### src/rtl/spi_sel_pkg.sv
package spi_sel_pkg;

    typedef enum logic [2:0] {
        ST_IDLE,
        ST_GAP,
        ST_SETUP,
        ST_SHIFT,
        ST_HOLD
    } spi_state_e;

endpackage

### src/rtl/spi_dly_cnt.sv
module spi_dly_cnt #(
    parameter int W = 8
) (
    input  logic         clk,
    input  logic         rst_n,
    input  logic         load,
    input  logic [W-1:0] val,
    output logic [W-1:0] cnt
);

    logic [W-1:0] cnt_q;

    always_ff @(posedge clk or negedge rst_n) begin
        if (!rst_n) begin
            cnt_q <= '0;
        end else if (load) begin
            cnt_q <= val;
        end else if (cnt_q != '0) begin
            cnt_q <= cnt_q - W'(1);
        end
    end

    assign cnt = cnt_q;

endmodule

### src/rtl/spi_shift_core.sv
module spi_shift_core #(
    parameter int DW   = 8,
    parameter int DIVW = 8
) (
    input  logic            clk,
    input  logic            rst_n,
    input  logic            load,
    input  logic [DW-1:0]   tx_in,
    input  logic            run,
    input  logic [DIVW-1:0] div,
    input  logic            miso,
    output logic            sclk,
    output logic            mosi,
    output logic [DW-1:0]   rx_byte,
    output logic            done,
    output logic            last_fall
);

    localparam int BW = (DW > 1) ? $clog2(DW) : 1;

    logic [DW-1:0]   tx_q;
    logic [DW-1:0]   rx_q;
    logic [DIVW-1:0] pcnt_q;
    logic [BW-1:0]   bitn_q;
    logic            sclk_q;
    logic            done_q;
    logic            half_end;

    assign half_end  = run && (pcnt_q == '0);
    assign last_fall = half_end && sclk_q && (bitn_q == '0);

    always_ff @(posedge clk or negedge rst_n) begin
        if (!rst_n) begin
            tx_q   <= '0;
            rx_q   <= '0;
            pcnt_q <= '0;
            bitn_q <= '0;
            sclk_q <= 1'b0;
            done_q <= 1'b0;
        end else begin
            done_q <= 1'b0;
            if (load) begin
                tx_q   <= tx_in;
                pcnt_q <= div - DIVW'(1);
                bitn_q <= BW'(DW - 1);
                sclk_q <= 1'b0;
            end else if (run) begin
                if (pcnt_q != '0) begin
                    pcnt_q <= pcnt_q - DIVW'(1);
                end else if (!sclk_q) begin
                    sclk_q <= 1'b1;
                    rx_q   <= {rx_q[DW-2:0], miso};
                    pcnt_q <= div - DIVW'(1);
                    done_q <= (bitn_q == '0);
                end else begin
                    sclk_q <= 1'b0;
                    if (bitn_q != '0) begin
                        tx_q   <= {tx_q[DW-2:0], 1'b0};
                        bitn_q <= bitn_q - BW'(1);
                        pcnt_q <= div - DIVW'(1);
                    end
                end
            end
        end
    end

    assign sclk    = sclk_q;
    assign mosi    = tx_q[DW-1];
    assign rx_byte = rx_q;
    assign done    = done_q;

    AST_HALF_STABLE: assert property (@(posedge clk) disable iff (!rst_n)
        (run && !load && pcnt_q != '0) |=> (sclk_q == $past(sclk_q)));

    AST_DONE_ONE_CYCLE: assert property (@(posedge clk) disable iff (!rst_n)
        done_q |=> !done_q);

    AST_MOSI_LOW_PHASE: assert property (@(posedge clk) disable iff (!rst_n)
        (sclk_q && $past(sclk_q)) |-> $stable(tx_q));

endmodule

### src/rtl/spi_sel_master.sv
module spi_sel_master
    import spi_sel_pkg::*;
#(
    parameter int NUM_CS = 4,
    parameter int DW     = 8,
    parameter int DIVW   = 8,
    parameter int DLYW   = 8
) (
    input  logic                       clk,
    input  logic                       rst_n,
    input  logic [NUM_CS-1:0][DIVW-1:0] cfg_div,
    input  logic [NUM_CS-1:0][DLYW-1:0] cfg_pre,
    input  logic [NUM_CS-1:0][DLYW-1:0] cfg_post,
    input  logic [DLYW-1:0]             cfg_gap,
    input  logic                       req_valid,
    output logic                       req_ready,
    input  logic [$clog2(NUM_CS)-1:0]  req_cs,
    input  logic [DW-1:0]              req_data,
    output logic                       rsp_valid,
    output logic [DW-1:0]              rsp_data,
    output logic                       cfg_err,
    output logic                       sclk,
    output logic                       mosi,
    input  logic                       miso,
    output logic [NUM_CS-1:0]          cs_n
);

    localparam int CSW  = $clog2(NUM_CS);
    localparam int GAPW = DLYW + 1;

    spi_state_e state_q, state_d;

    logic [CSW-1:0]    cur_cs_q, last_cs_q, sel_cs;
    logic              have_last_q;
    logic [NUM_CS-1:0] cs_n_q;
    logic              err_q;

    logic              cap_cs, cs_set, cs_clr, err_set;
    logic              dly_load, gap_load, sh_load, sh_run;
    logic [DLYW-1:0]   dly_val;
    logic [DLYW-1:0]   dly_cnt;
    logic [GAPW-1:0]   gap_cnt;
    logic              dly_zero, gap_ok;
    logic              sh_last_fall, sh_done;
    logic [DW-1:0]     sh_rx;

    assign dly_zero = (dly_cnt == '0);
    assign gap_ok   = (gap_cnt <= GAPW'(1));
    assign sel_cs   = cap_cs ? req_cs : cur_cs_q;
    assign req_ready = (state_q == ST_IDLE) || ((state_q == ST_HOLD) && dly_zero);

    spi_dly_cnt #(.W(DLYW)) u_phase_dly (
        .clk   (clk),
        .rst_n (rst_n),
        .load  (dly_load),
        .val   (dly_val),
        .cnt   (dly_cnt)
    );

    spi_dly_cnt #(.W(GAPW)) u_gap_dly (
        .clk   (clk),
        .rst_n (rst_n),
        .load  (gap_load),
        .val   ({1'b0, cfg_gap} + GAPW'(1)),
        .cnt   (gap_cnt)
    );

    spi_shift_core #(.DW(DW), .DIVW(DIVW)) u_shift (
        .clk       (clk),
        .rst_n     (rst_n),
        .load      (sh_load),
        .tx_in     (req_data),
        .run       (sh_run),
        .div       (cfg_div[sel_cs]),
        .miso      (miso),
        .sclk      (sclk),
        .mosi      (mosi),
        .rx_byte   (sh_rx),
        .done      (sh_done),
        .last_fall (sh_last_fall)
    );

    // Next-state and control strobes
    always_comb begin
        state_d  = state_q;
        cap_cs   = 1'b0;
        cs_set   = 1'b0;
        cs_clr   = 1'b0;
        err_set  = 1'b0;
        dly_load = 1'b0;
        dly_val  = '0;
        gap_load = 1'b0;
        sh_load  = 1'b0;
        sh_run   = 1'b0;
        unique case (state_q)
            ST_IDLE: begin
                if (req_valid) begin
                    if (cfg_div[req_cs] == '0) begin
                        err_set = 1'b1;
                    end else begin
                        cap_cs  = 1'b1;
                        sh_load = 1'b1;
                        if (have_last_q && (req_cs != last_cs_q) && !gap_ok) begin
                            state_d = ST_GAP;
                        end else begin
                            state_d  = ST_SETUP;
                            cs_set   = 1'b1;
                            dly_load = 1'b1;
                            dly_val  = cfg_pre[req_cs];
                        end
                    end
                end
            end
            ST_GAP: begin
                if (gap_ok) begin
                    state_d  = ST_SETUP;
                    cs_set   = 1'b1;
                    dly_load = 1'b1;
                    dly_val  = cfg_pre[cur_cs_q];
                end
            end
            ST_SETUP: begin
                if (dly_zero) begin
                    state_d = ST_SHIFT;
                end
            end
            ST_SHIFT: begin
                sh_run = 1'b1;
                if (sh_last_fall) begin
                    state_d  = ST_HOLD;
                    dly_load = 1'b1;
                    dly_val  = cfg_post[cur_cs_q];
                end
            end
            ST_HOLD: begin
                if (dly_zero) begin
                    if (req_valid && (req_cs == cur_cs_q)) begin
                        cap_cs  = 1'b1;
                        sh_load = 1'b1;
                        state_d = ST_SHIFT;
                    end else begin
                        cs_clr   = 1'b1;
                        gap_load = 1'b1;
                        state_d  = ST_IDLE;
                        if (req_valid) begin
                            if (cfg_div[req_cs] == '0) begin
                                err_set = 1'b1;
                            end else begin
                                cap_cs  = 1'b1;
                                sh_load = 1'b1;
                                state_d = ST_GAP;
                            end
                        end
                    end
                end
            end
            default: state_d = ST_IDLE;
        endcase
    end

    // State register
    always_ff @(posedge clk or negedge rst_n) begin
        if (!rst_n) begin
            state_q <= ST_IDLE;
        end else begin
            state_q <= state_d;
        end
    end

    // Registered outputs and select bookkeeping
    always_ff @(posedge clk or negedge rst_n) begin
        if (!rst_n) begin
            cs_n_q      <= '1;
            err_q       <= 1'b0;
            cur_cs_q    <= '0;
            last_cs_q   <= '0;
            have_last_q <= 1'b0;
        end else begin
            err_q <= err_set;
            if (cap_cs) begin
                cur_cs_q <= req_cs;
            end
            if (cs_set) begin
                cs_n_q      <= ~(NUM_CS'(1) << sel_cs);
                last_cs_q   <= sel_cs;
                have_last_q <= 1'b1;
            end else if (cs_clr) begin
                cs_n_q <= '1;
            end
        end
    end

    assign cs_n      = cs_n_q;
    assign cfg_err   = err_q;
    assign rsp_valid = sh_done;
    assign rsp_data  = sh_rx;

    AST_ONE_SELECT: assert property (@(posedge clk) disable iff (!rst_n)
        $countones(~cs_n_q) <= 1);

    AST_SCLK_ONLY_SHIFT: assert property (@(posedge clk) disable iff (!rst_n)
        sclk |-> (state_q == ST_SHIFT));

    AST_SCLK_NEEDS_SELECT: assert property (@(posedge clk) disable iff (!rst_n)
        sclk |-> (cs_n_q != '1));

    AST_ZERO_DIV_FLAGGED: assert property (@(posedge clk) disable iff (!rst_n)
        (req_valid && req_ready && cfg_div[req_cs] == '0) |=> cfg_err);

    AST_ERR_NO_SELECT: assert property (@(posedge clk) disable iff (!rst_n)
        cfg_err |-> (cs_n_q == '1));

    AST_READY_NOT_CLOCKING: assert property (@(posedge clk) disable iff (!rst_n)
        sclk |-> !req_ready);

endmodule

### config.mk
export PLATFORM = sky130hd
export DESIGN_NAME = spi_sel_master
export DESIGN_NICKNAME = d
export VERILOG_FILES = /design/src/rtl/spi_sel_pkg.sv /design/src/rtl/spi_dly_cnt.sv /design/src/rtl/spi_shift_core.sv /design/src/rtl/spi_sel_master.sv
export SDC_FILE = /design/constraint.sdc
export NUM_CORES = 1
export LEC_CHECK = 0
export BUFFER_PORTS_ARGS = -buffer_cell sky130_fd_sc_hd__clkbuf_2
export CELL_PAD_IN_SITES_DETAIL_PLACEMENT = 0
export CELL_PAD_IN_SITES_GLOBAL_PLACEMENT = 1
export CORE_MARGIN = 2
export CORE_UTILIZATION = 40
export DETAILED_ROUTE_END_ITERATION = 8
export PLACE_DENSITY_LB_ADDON = 0.08
export SKIP_CTS_REPAIR_TIMING = 1
export SYNTH_ARGS = -nofsm -noshare
export SYNTH_HDL_FRONTEND = slang
export SYNTH_SLANG_ARGS = --single-unit
### constraint.sdc
create_clock -name clk -period 3.51 [get_ports clk]
set_input_delay 0.702 -clock clk [delete_from_list [all_inputs] [get_ports clk]]
set_output_delay 0.702 -clock clk [all_outputs]
set_load 0.02 [all_outputs]
==> flow_metrics.env, run 1 <==
export IMPL_via_per_inst=5.663
export IMPL_r2r_cells=15
export IMPL_grt_start_max_net_pins=34
export IMPL_async_flop_share_pct=100.0
export IMPL_skew_ns=0.008670
export IMPL_leakage_uw=0.002563
export IMPL_ys_seq_area_share_pct=32.31
export IMPL_grt_setup_unrepaired="no"
export IMPL_hp_class="in2async"
export IMPL_final_common_cell="clkbuf_2"
export IMPL_syn_inst=469
export IMPL_ant_nets=0
export IMPL_reg2reg_to="u_shift.pcnt_q[6]$_DFFE_PN0P_"
export IMPL_synth_warnings=0
export IMPL_cp_arrival_ns=3.46
export IMPL_status="complete, no violations"
export IMPL_design_area_sq_mm=0.005814
export IMPL_vias=4338
export IMPL_maxSlewViolCount=0
export IMPL_final_cells=766
export IMPL_slew_headroom_pct=42.71
export IMPL_path_class="reg2reg"
export IMPL_ios=135
export IMPL_synth_fp_nets=597
export IMPL_fin_util_pct=51.36
export IMPL_busiest_layer="met2"
export IMPL_period_share_pct=92.99
export IMPL_finalSetupViolations=0
export IMPL_grtUsageTotal_pct=21.33
export IMPL_htree_num_levels=3
export IMPL_synth_edf_count=0
export IMPL_power_net_switching_uw=881.8
export IMPL_initial_core_util_pct=40.50
export IMPL_cts_sinks=59
export IMPL_path_clk_slew_ns=0.06
export IMPL_reg2reg_slack_ns=0.25
export IMPL_power_frac_clock_pct=33.1
export IMPL_post_synth_cell_area_avg_sq_um=9.775
export IMPL_grt_pass1_wl_mm=21.38
export IMPL_final_nets=746
export IMPL_finalHoldViolCount=0
export IMPL_wl_per_cell_um=16.71
export IMPL_dp_hpwl_mm=10.29
export IMPL_worst_setup_path_start_kind="register"
export IMPL_wl_mm=12.80
export IMPL_synth_ff_type="dfrtp_1"
export IMPL_place_area_sq_mm=0.005508
export IMPL_met1_usage_pct=28.63
export IMPL_drt_iter0_markers=180
export IMPL_clock_latency_ns=0.33
export IMPL_cts_path_max_buffers=2
export IMPL_ys_seq_elements=59
export IMPL_max_slew_worst_pin_slew_ns=0.8522
export IMPL_p_int_uw=1782
export IMPL_design_die_area_sq_mm=0.01233
export IMPL_cp_required_ns=3.70
export IMPL_ir_drop_mv=0.3109
export IMPL_drive_gt1_share_pct=39.00
export IMPL_use_met2_pct=34.44
export IMPL_power_density_mw_per_mm2=458.2
export IMPL_die_w_um=111.1
export IMPL_areaGrowthSynthToFinish_pct=26.83
export IMPL_syn_area_sq_mm=0.004584
export IMPL_fin_tns_setup_ns=0
export IMPL_r2r_start="u_phase_dly.cnt[1]$_DFFE_PN0P_"
export IMPL_p_comb_share_pct=28.1
export IMPL_grt_pass1_vias=4418
export IMPL_crit_fanout=6
export IMPL_final_cell_mix="134 x clkbuf_2, 60 x nand2_1, 55 x dfrtp_1"
export IMPL_drv_cap=0
export IMPL_cts_tree="built"
export IMPL_dp_cells=750
export IMPL_end_kind="register"
export IMPL_cts_root_buf="clkbuf_16"
export IMPL_seq_power_share_pct=38.8
export IMPL_die_h_um=111.1
export IMPL_port_buffers=134
export IMPL_use_met3_pct=3.718
export IMPL_antenna_cells=0
export IMPL_cts_buffers=9
export IMPL_drc_errors=0
export IMPL_rows=39
export IMPL_gp_congestion=0.9100
export IMPL_antenna_found_initial=0
export IMPL_coreArea_sq_mm=0.01132
export IMPL_fmax_mhz=306.4
export IMPL_dr_pass1_iters=4
export IMPL_grt_overflow_total=0
export IMPL_fin_crit_ns=3.264
export IMPL_synth_distinct_cells=69
export IMPL_swShare_pct=33.10
==> metal layers <==
| layer | wire, um | up-vias | share of wire, % |
|---|---|---|---|
| met2 | 5979 | 145 | 47 |
| li1 | - | 2106 | - |
| met3 | 581 | 28 | 4.5 |
| met1 | 5882 | 2059 | 46 |
| met4 | 358 | 0 | 2.8 |
| met5 | 0 | - | 0 |
==> state kept, by name, indices dropped and copies added (netlist names) <==
name and count:
have_last_q 1, u_shift.bitn_q 3, state_q 3, u_shift.tx_q 8, last_cs_q 2, u_shift.rx_byte 8
cfg_err 1, u_shift.done 1, cur_cs_q 2, u_shift.pcnt_q 8, u_gap_dly.cnt 9, u_phase_dly.cnt 8
cs_n 4, u_shift.sclk 1
==> how the worst max path moves through the flow <==
stage / from / to / cells after the start / slack [ns]
after CTS: u_phase_dly.cnt[0]$_DFFE_PN0P_ / u_shift.pcnt_q[6]$_DFFE_PN0P_ / 16 / 0.13
after global placement: cfg_div[24] / u_shift.pcnt_q[6]$_DFFE_PN0P_ / 14 / 0.1
after detailed placement: cfg_div[24] / u_shift.pcnt_q[6]$_DFFE_PN0P_ / 14 / 0.003
after global routing: u_phase_dly.cnt[0]$_DFFE_PN0P_ / u_shift.pcnt_q[6]$_DFFE_PN0P_ / 16 / 0.01
final: u_phase_dly.cnt[1]$_DFFE_PN0P_ / u_shift.pcnt_q[6]$_DFFE_PN0P_ / 15 / 0.25
after floorplan: req_cs[1] / u_shift.pcnt_q[6]$_DFFE_PN0P_ / 15 / 0.20
==> synth_stat cells (3+ instances only) <==
cell type  count  share of area [%]
a211o_1        6                1.1
a21oi_1       11                1.2
a221oi_1       8                1.5
a22oi_1        6               0.98
a31oi_1       12                1.6
and3_1         5               0.68
buf_2          7               0.76
buf_6          3               0.74
clkbuf_1      10               0.82
dfrtp_1       55                 30
dfstp_2        4                2.3
ha_1          10                2.7
inv_1         14                1.1
mux2_2         9                2.2
mux2i_1        7                1.5
mux4_2        24                 12
nand2_1       60                4.9
nand2b_1       6               0.82
nand3_1       13                1.4
nand3b_1       3               0.49
nor2_1        22                1.8
nor2b_1        8                1.1
nor3_1        14                1.5
nor4_1        18                2.5
nor4b_1        3               0.57
o21a_1         6               0.98
o21ai_0       28                3.1
o21ai_1        4               0.44
o22ai_1        6               0.82
o31a_1         5               0.96
o31ai_1        3               0.49
o32a_1         5                1.1
or2_2          4               0.55
xnor2_1       20                3.8
xor2_1         9                1.7
==> per-stage QoR <==
stage	setup slack [ns]	power [uW]	hold slack [ns]
floorplan	0.1978	1541	0.4064
global placement	0.09543	1776	0.4459
detailed placement	0.003480	1792	0.4506
CTS	0.1306	2697	0.4274
global route	0.009831	2854	0.4674
finish	0.2462	2664	0.4119
==> final cells by class <==
cell class                 instances  area, sq um
clock buffer                       9        225.2
clock inverter                     7        76.32
fill                            1091         5507
inverter                          16        62.56
multi-input combinational        373         2932
sequential                        59         1481
tap                              143        178.9
timing repair buffer             159        858.3
==> power by group through the flow <==
| stage | Sequential, uW | Combinational [uW] | Clock [uW] |
|---|---|---|---|
| global placement | 1040 | 739 | 0 |
| global route | 1060 | 852 | 940 |
| finish | 1030 | 749 | 882 |
| CTS | 1030 | 755 | 910 |
| detailed placement | 1040 | 753 | 0 |
| floorplan | 1010 | 531 | 0 |
==> cell families after synthesis <==
family | count (synthesis) | synth area share [%]
AND/OR/NAND/NOR | 174 | 20.47
AO/OA/AOI/OAI | 119 | 19.24
flip-flops | 59 | 32.31
multiplexers | 41 | 15.86
buffers and inverters | 37 | 3.848
XOR/XNOR | 29 | 5.541
adder cells (fa/ha/maj) | 10 | 2.729
==> critical path, stage by stage (launching register included) <==
cell and delay, ns:
dfrtp_1 0.41, inv_1 0.09, ha_1 0.19, nor3b_2 0.17, a21o_2 0.24, nor3b_2 0.18
and4_1 0.28, o31a_1 0.32, a211o_1 0.30, nand2_1 0.10, ha_1 0.19, inv_1 0.06
a221oi_2 0.23, nand3_1 0.13, xnor2_1 0.15, a31oi_1 0.09
(Power assumes the default switching activity.)
==> run 2, diff against run 1 <==
- CTS_BUF_LIST: default -> sky130_fd_sc_hd__clkbuf_16
- REMOVE_ABC_BUFFERS: default -> 1
==> flow_metrics.env, run 2 (synthesis results as in run 1) <==
export IMPL_grt_setup_unrepaired="no"
export IMPL_design_die_area_sq_mm=0.01233
export IMPL_antenna_cells=0
export IMPL_crit_fanout=13
export IMPL_gp_congestion=0.8773
export IMPL_slew_headroom_pct=24.20
export IMPL_cp_arrival_ns=3.43
export IMPL_fin_ws_ns=0.2922
export IMPL_power_density_mw_per_mm2=456.2
export IMPL_grt_pass1_vias=4451
export IMPL_hp_class="reg2reg"
export IMPL_final_nets=747
export IMPL_final_common_cell="clkbuf_2"
export IMPL_via_per_inst=5.615
export IMPL_path_class="reg2reg"
export IMPL_worstHoldStart="u_shift.tx_q[2]$_DFFE_PN0P_"
export IMPL_hold_path_end="u_shift.tx_q[2]$_DFFE_PN0P_"
export IMPL_final_cell_mix="134 x clkbuf_2, 60 x nand2_1, 55 x dfrtp_1"
export IMPL_cts_root_buf="clkbuf_16"
export IMPL_reg2reg_to="u_shift.pcnt_q[6]$_DFFE_PN0P_"
export IMPL_grtUsageTotal_pct=21.44
export IMPL_worstPathCellList="inv_1 > ha_1 > nor3b_2 > nand2_2 > a21oi_4 > o22a_4 > nand3_4 > inv_4 > mux2i_1 > mux2_4 > ha_1 > inv_1 > a221oi_2 > nand3_1 > xnor2_1 > a31oi_1"
export IMPL_critical_path_slowest_cell="dfrtp_1"
export IMPL_wl_per_cell_um=16.27
export IMPL_cts_buffers=9
export IMPL_place_ws_ns=0.1255
export IMPL_dp_hpwl_mm=9.700
export IMPL_drv_cap=0
export IMPL_vias=4307
export IMPL_grt_start_max_net_pins=60
export IMPL_end_kind="register"
export IMPL_drive_gt1_share_pct=38.94
export IMPL_reg2reg_slack_ns=0.29
export IMPL_fmax_mhz=310.8
export IMPL_dp_cells=751
export IMPL_coreArea_sq_mm=0.01132
export IMPL_ios=135
export IMPL_fin_tns_setup_ns=0
export IMPL_port_buffers=134
export IMPL_cts_path_max_buffers=2
export IMPL_drt_iter0_markers=203
export IMPL_antenna_found_initial=0
export IMPL_fin_crit_ns=3.218
export IMPL_leakage_uw=0.002564
export IMPL_period_share_pct=91.67
export IMPL_max_slew_worst_pin_slew_ns=1.127
export IMPL_grt_pass1_wl_mm=21.42
export IMPL_dr_pass1_iters=4
export IMPL_finalSetupViolations=0
export IMPL_final_cells=767
export IMPL_maxSlewViolCount=0
export IMPL_initial_core_util_pct=40.50
export IMPL_worst_setup_path_start_kind="register"
export IMPL_critical_path_buf_inv_count=3
export IMPL_crit_family="compound AO/OA/AOI/OAI gates"
export IMPL_skew_ns=0.009870
export IMPL_rows=39
export IMPL_r2r_cells=16
export IMPL_cp_required_ns=3.72
export IMPL_cts_tree="built"
export IMPL_die_h_um=111.1
export IMPL_drc_errors=0
export IMPL_r2r_start="u_phase_dly.cnt[0]$_DFFE_PN0P_"
export IMPL_grt_overflow_total=0
export IMPL_ant_nets=0
export IMPL_path_clk_slew_ns=0.06
export IMPL_p_total_uw=2655
export IMPL_finalHoldViolCount=0
export IMPL_status="complete, no violations"
export IMPL_hold_path_cell_count=2
export IMPL_largest_reg_flops=9
export IMPL_htree_num_levels=3
export IMPL_cts_sinks=59
export IMPL_die_w_um=111.1
export IMPL_clock_latency_ns=0.35
export IMPL_fin_util_pct=51.40
export IMPL_areaGrowthSynthToFinish_pct=26.94
export IMPL_wl_mm=12.48
export IMPL_slowest_delay_ns=0.40
export IMPL_ir_drop_mv=0.2621
run 2: cell count changes in the layout (fill, tap and decap cells not counted), sizes merged:
cell and change:
inv -1, clkinv +2, buf +1, clkinvlp -1
run 2: worst register-to-register path: stages (launching register included):
cell      delay [ns]
dfrtp_1         0.40
inv_1           0.13
ha_1            0.17
nor3b_2         0.26
nand2_2         0.12
a21oi_4         0.26
o22a_4          0.23
nand3_4         0.11
inv_4           0.16
mux2i_1         0.22
mux2_4          0.19
ha_1            0.18
inv_1           0.06
a221oi_2        0.22
nand3_1         0.13
xnor2_1         0.15
a31oi_1         0.09
run 2: worst max path at each step:
stage,start,slack (ns),cells after the start,endpoint
2_1_floorplan,cur_cs_q[0]$_DFF_PN0_,0.15,13,u_shift.pcnt_q[6]$_DFFE_PN0P_
3_3_place_gp,cfg_div[0],0.07,14,u_shift.pcnt_q[6]$_DFFE_PN0P_
3_5_place_dp,req_cs[0],0.13,15,u_shift.pcnt_q[6]$_DFFE_PN0P_
4_1_cts,u_phase_dly.cnt[0]$_DFFE_PN0P_,0.15,16,u_shift.pcnt_q[6]$_DFFE_PN0P_
5_1_grt,u_phase_dly.cnt[0]$_DFFE_PN0P_,0.02,17,u_shift.pcnt_q[6]$_DFFE_PN0P_
6_report,u_phase_dly.cnt[0]$_DFFE_PN0P_,0.29,16,u_shift.pcnt_q[6]$_DFFE_PN0P_
run 2: per-layer routing:
layer / GRT usage [%] / wire length [um] / part of all wire (%) / vias to the layer above
met5: 0 / 0 / 0 / -
met2: 34.19 / 5634 / 45 / 143
li1: - / - / - / 2104
met3: 5.577 / 800 / 6.4 / 26
met1: 28.08 / 5740 / 46 / 2034
met4: 8.313 / 301 / 2.4 / 0
run 2: stage by stage:
step	area, sq um	hold slack [ns]
2_1_floorplan	4471	0.4064
3_3_place_gp	5522	0.4503
3_5_place_dp	5522	0.4596
4_1_cts	5814	0.4777
5_1_grt	5819	0.5018
6_report	5819	0.4769
run 2: power breakdown:
group          leakage, uW  total [uW]  switching, uW  internal, uW
Combinational      0.00172         748            374           373
Sequential        0.000708        1030            176           855
Clock             0.000141         876            330           546
run 2: cell type report:
| type | count | area [sq um] |
|---|---|---|
| timing repair buffer | 160 | 865.8 |
| multi-input combinational | 373 | 2938 |
| fill | 1089 | 5502 |
| tap | 143 | 178.9 |
| clock buffer | 9 | 225.2 |
| inverter | 16 | 62.56 |
| clock inverter | 7 | 67.56 |
| sequential | 59 | 1481 |
==> run 3, diff against run 2 <==
- ABC_AREA: default -> 1
- CORE_UTILIZATION: 40 -> 37
==> flow_metrics.env, run 3 <==
export IMPL_path_class="in2reg"
export IMPL_drt_iter0_markers=351
export IMPL_drv_cap=0
export IMPL_grtUsageTotal_pct=21.13
export IMPL_yosys_area_share_simple_pct=32.55
export IMPL_cts_tree="built"
export IMPL_antenna_found_initial=0
export IMPL_yosysTopAreaCellShare_pct=29.13
export IMPL_worst_setup_path_start_kind="primary input"
export IMPL_ys_seq_area_share_pct=31.36
export IMPL_fin_tns_setup_ns=0
export IMPL_path_clk_slew_ns=0.05
export IMPL_grt_setup_unrepaired="no"
export IMPL_ant_nets=0
export IMPL_fmax_mhz=323.7
export IMPL_cts_root_buf="clkbuf_16"
export IMPL_htree_num_levels=3
export IMPL_finalSetupViolations=0
export IMPL_grt_start_max_net_pins=60
export IMPL_ir_drop_mv=0.3339
export IMPL_syn_inst=709
export IMPL_synth_top_cells_by_count="176 x nand2_1, 85 x inv_1, 83 x nor2_1"
export IMPL_hp_class="reg2reg"
export IMPL_coreArea_sq_mm=0.01257
export IMPL_cts_path_max_buffers=2
export IMPL_synth_warnings=0
export IMPL_final_cells=1022
export IMPL_final_common_cell="nand2_1"
export IMPL_cp_common_cell="nand2_1"
export IMPL_cts_sinks=59
export IMPL_leakage_uw=0.003014
export IMPL_fin_ws_ns=0.4203
export IMPL_cts_buffers=9
export IMPL_synth_most_common_cell="nand2_1"
export IMPL_syn_area_sq_mm=0.004725
export IMPL_cp_required_ns=3.76
export IMPL_initial_core_util_pct=37.59
export IMPL_wl_mm=14.16
export IMPL_max_slew_worst_pin_slew_ns=0.9363
export IMPL_post_synth_cell_area_avg_sq_um=6.664
export IMPL_cp_arrival_ns=3.34
export IMPL_power_density_mw_per_mm2=772.7
export IMPL_synth_compound_area_share_pct=19.68
export IMPL_slew_headroom_pct=35.96
export IMPL_wl_per_cell_um=13.85
export IMPL_rows=41
export IMPL_synth_ff_type="dfrtp_1"
export IMPL_vias=5090
export IMPL_grt_pass1_wl_mm=22.87
export IMPL_antenna_cells=0
export IMPL_largest_reg_flops=9
export IMPL_via_per_inst=4.980
export IMPL_maxSlewViolCount=0
export IMPL_dr_pass1_iters=5
export IMPL_areaGrowthSynthToFinish_pct=25.98
export IMPL_crit_fanout=10
export IMPL_status="complete, no violations"
export IMPL_synthXorXnorAreaFrac_pct=3.708
export IMPL_synth_mux_area_share_pct=0.2119
export IMPL_skew_ns=0.005733
export IMPL_ys_seq_elements=59
export IMPL_final_nets=973
export IMPL_place_ws_ns=0.1056
export IMPL_end_kind="register"
export IMPL_synth_top_family_by_area="simple AND/OR/NAND/NOR gates"
export IMPL_grt_pass1_vias=4812
export IMPL_critical_path_slowest_cell="nor2_1"
export IMPL_final_cell_mix="176 x nand2_1, 134 x clkbuf_2, 85 x inv_1"
export IMPL_fin_crit_ns=3.090
export IMPL_drive_gt1_share_pct=23.06
export IMPL_synth_area_leaders="dfrtp_1 29%, nand2_1 14%, inv_1 6.8%, nor2_1 6.6%, a21oi_1 5.7%"
export IMPL_die_h_um=117
export IMPL_synth_edf_count=0
export IMPL_slowest_delay_ns=0.27
export IMPL_synth_distinct_cells=49
export IMPL_die_w_um=117
export IMPL_finalHoldViolCount=0
export IMPL_dp_hpwl_mm=11.06
export IMPL_ios=135
export IMPL_gp_congestion=0.8746
export IMPL_worstPathCellList="clkbuf_2 > or2_1 > nor2_1 > nand2_1 > nand2_1 > nand2_1 > nand3_1 > nand2_4 > nand2_8 > nand2_2 > nand2_1 > o21ai_0 > nand2_1 > nand2_1 > inv_1 > ha_1 > inv_1 > nor2_1 > nand3_1 > nand2_1 > nand3_1 > a21oi_1"
export IMPL_clock_latency_ns=0.33
export IMPL_grt_overflow_total=0
export IMPL_period_share_pct=88.03
export IMPL_async_flop_share_pct=100.0
export IMPL_yosys_area_top_type="dfrtp_1"
export IMPL_synthAdderAreaFrac_pct=2.648
export IMPL_dp_cells=1006
export IMPL_p_total_uw=4599
export IMPL_port_buffers=134
export IMPL_design_die_area_sq_mm=0.01369
export IMPL_drc_errors=0
==> run 3: changes by cell type after synthesis, moves of 9 or more <==
cell	change
a21oi_1	+43
a31oi_1	-11
inv_1	+71
mux2_2	-9
mux4_2	-24
nand2_1	+116
nand3_1	+34
nor2_1	+61
nor4_1	-16
o21ai_0	+24
xnor2_1	-9
==> run 3: path summary, 6_finish.rpt <==
| path | from | slack [ns] | to | cells after the start |
|---|---|---|---|---|
| setup / recovery | req_cs[0] | 0.42 | u_shift.pcnt_q[6]$_DFFE_PN0P_ | 22 |
| hold reg to reg | have_last_q$_DFFE_PN0P_ | 0.47 | have_last_q$_DFFE_PN0P_ | 2 |
| min in group asynchronous | rst_n | 0.53 | u_shift.rx_byte[7]$_DFFE_PN0P_ | 2 |
| setup reg to reg | u_phase_dly.cnt[0]$_DFFE_PN0P_ | 0.56 | u_shift.pcnt_q[6]$_DFFE_PN0P_ | 21 |
| max in group asynchronous | rst_n | 2.46 | u_shift.pcnt_q[6]$_DFFE_PN0P_ | 2 |
| hold / removal | have_last_q$_DFFE_PN0P_ | 0.47 | have_last_q$_DFFE_PN0P_ | 2 |
==> run 3: kinds of logic after synthesis <==
| kind of cell | after synthesis |
|---|---|
| flops | 59 |
| compound gates | 154 |
| xor+xnor | 20 |
| fa+ha+maj | 10 |
| simple gates | 349 |
| mux | 1 |
| buf+inv | 116 |
==> run 3: routing by layer <==
metal / track usage, % / wire, um
met1: 29.06 / 6921
met2: 34.26 / 6181
met3: 3.296 / 791
met4: 6.745 / 262
met5: 0 / 0
==> run 3: worst max-delay path: cells and delay by family <==
kind	cells	cell delay (ns)
simple gates	16	1.86
fa+ha+maj	1	0.17
buf+inv	3	0.32
compound gates	2	0.25
==> run 3: final cells by class <==
type | count | area, sq um
Timing Repair Buffer | 149 | 783.3
Multi-Input combinational cell | 534 | 2778
Tap cell | 172 | 215.2
Fill cell | 1314 | 6616
Clock inverter | 7 | 123.9
Inverter | 92 | 345.3
Clock buffer | 9 | 225.2
Sequential cell | 59 | 1481
==> run 3: where the power goes <==
group	total (uW)	switching [uW]	leakage, uW	internal [uW]
registers	1160	186	0.000722	974
logic	2420	1550	0.00213	866
clock network	1020	324	0.000167	699
total	4600	2060	0.00301	2540
==> run 3: per-stage QoR <==
stage          hold WS (ns)  instance area [sq um]  util, %
2_1_floorplan        0.4064                   4604        -
3_3_place_gp         0.4572                   5603    44.58
3_5_place_dp         0.4598                   5603    44.58
4_1_cts              0.4733                   5952    47.36
5_1_grt              0.5233                   5952    47.36
6_report             0.4714                   5952    47.36
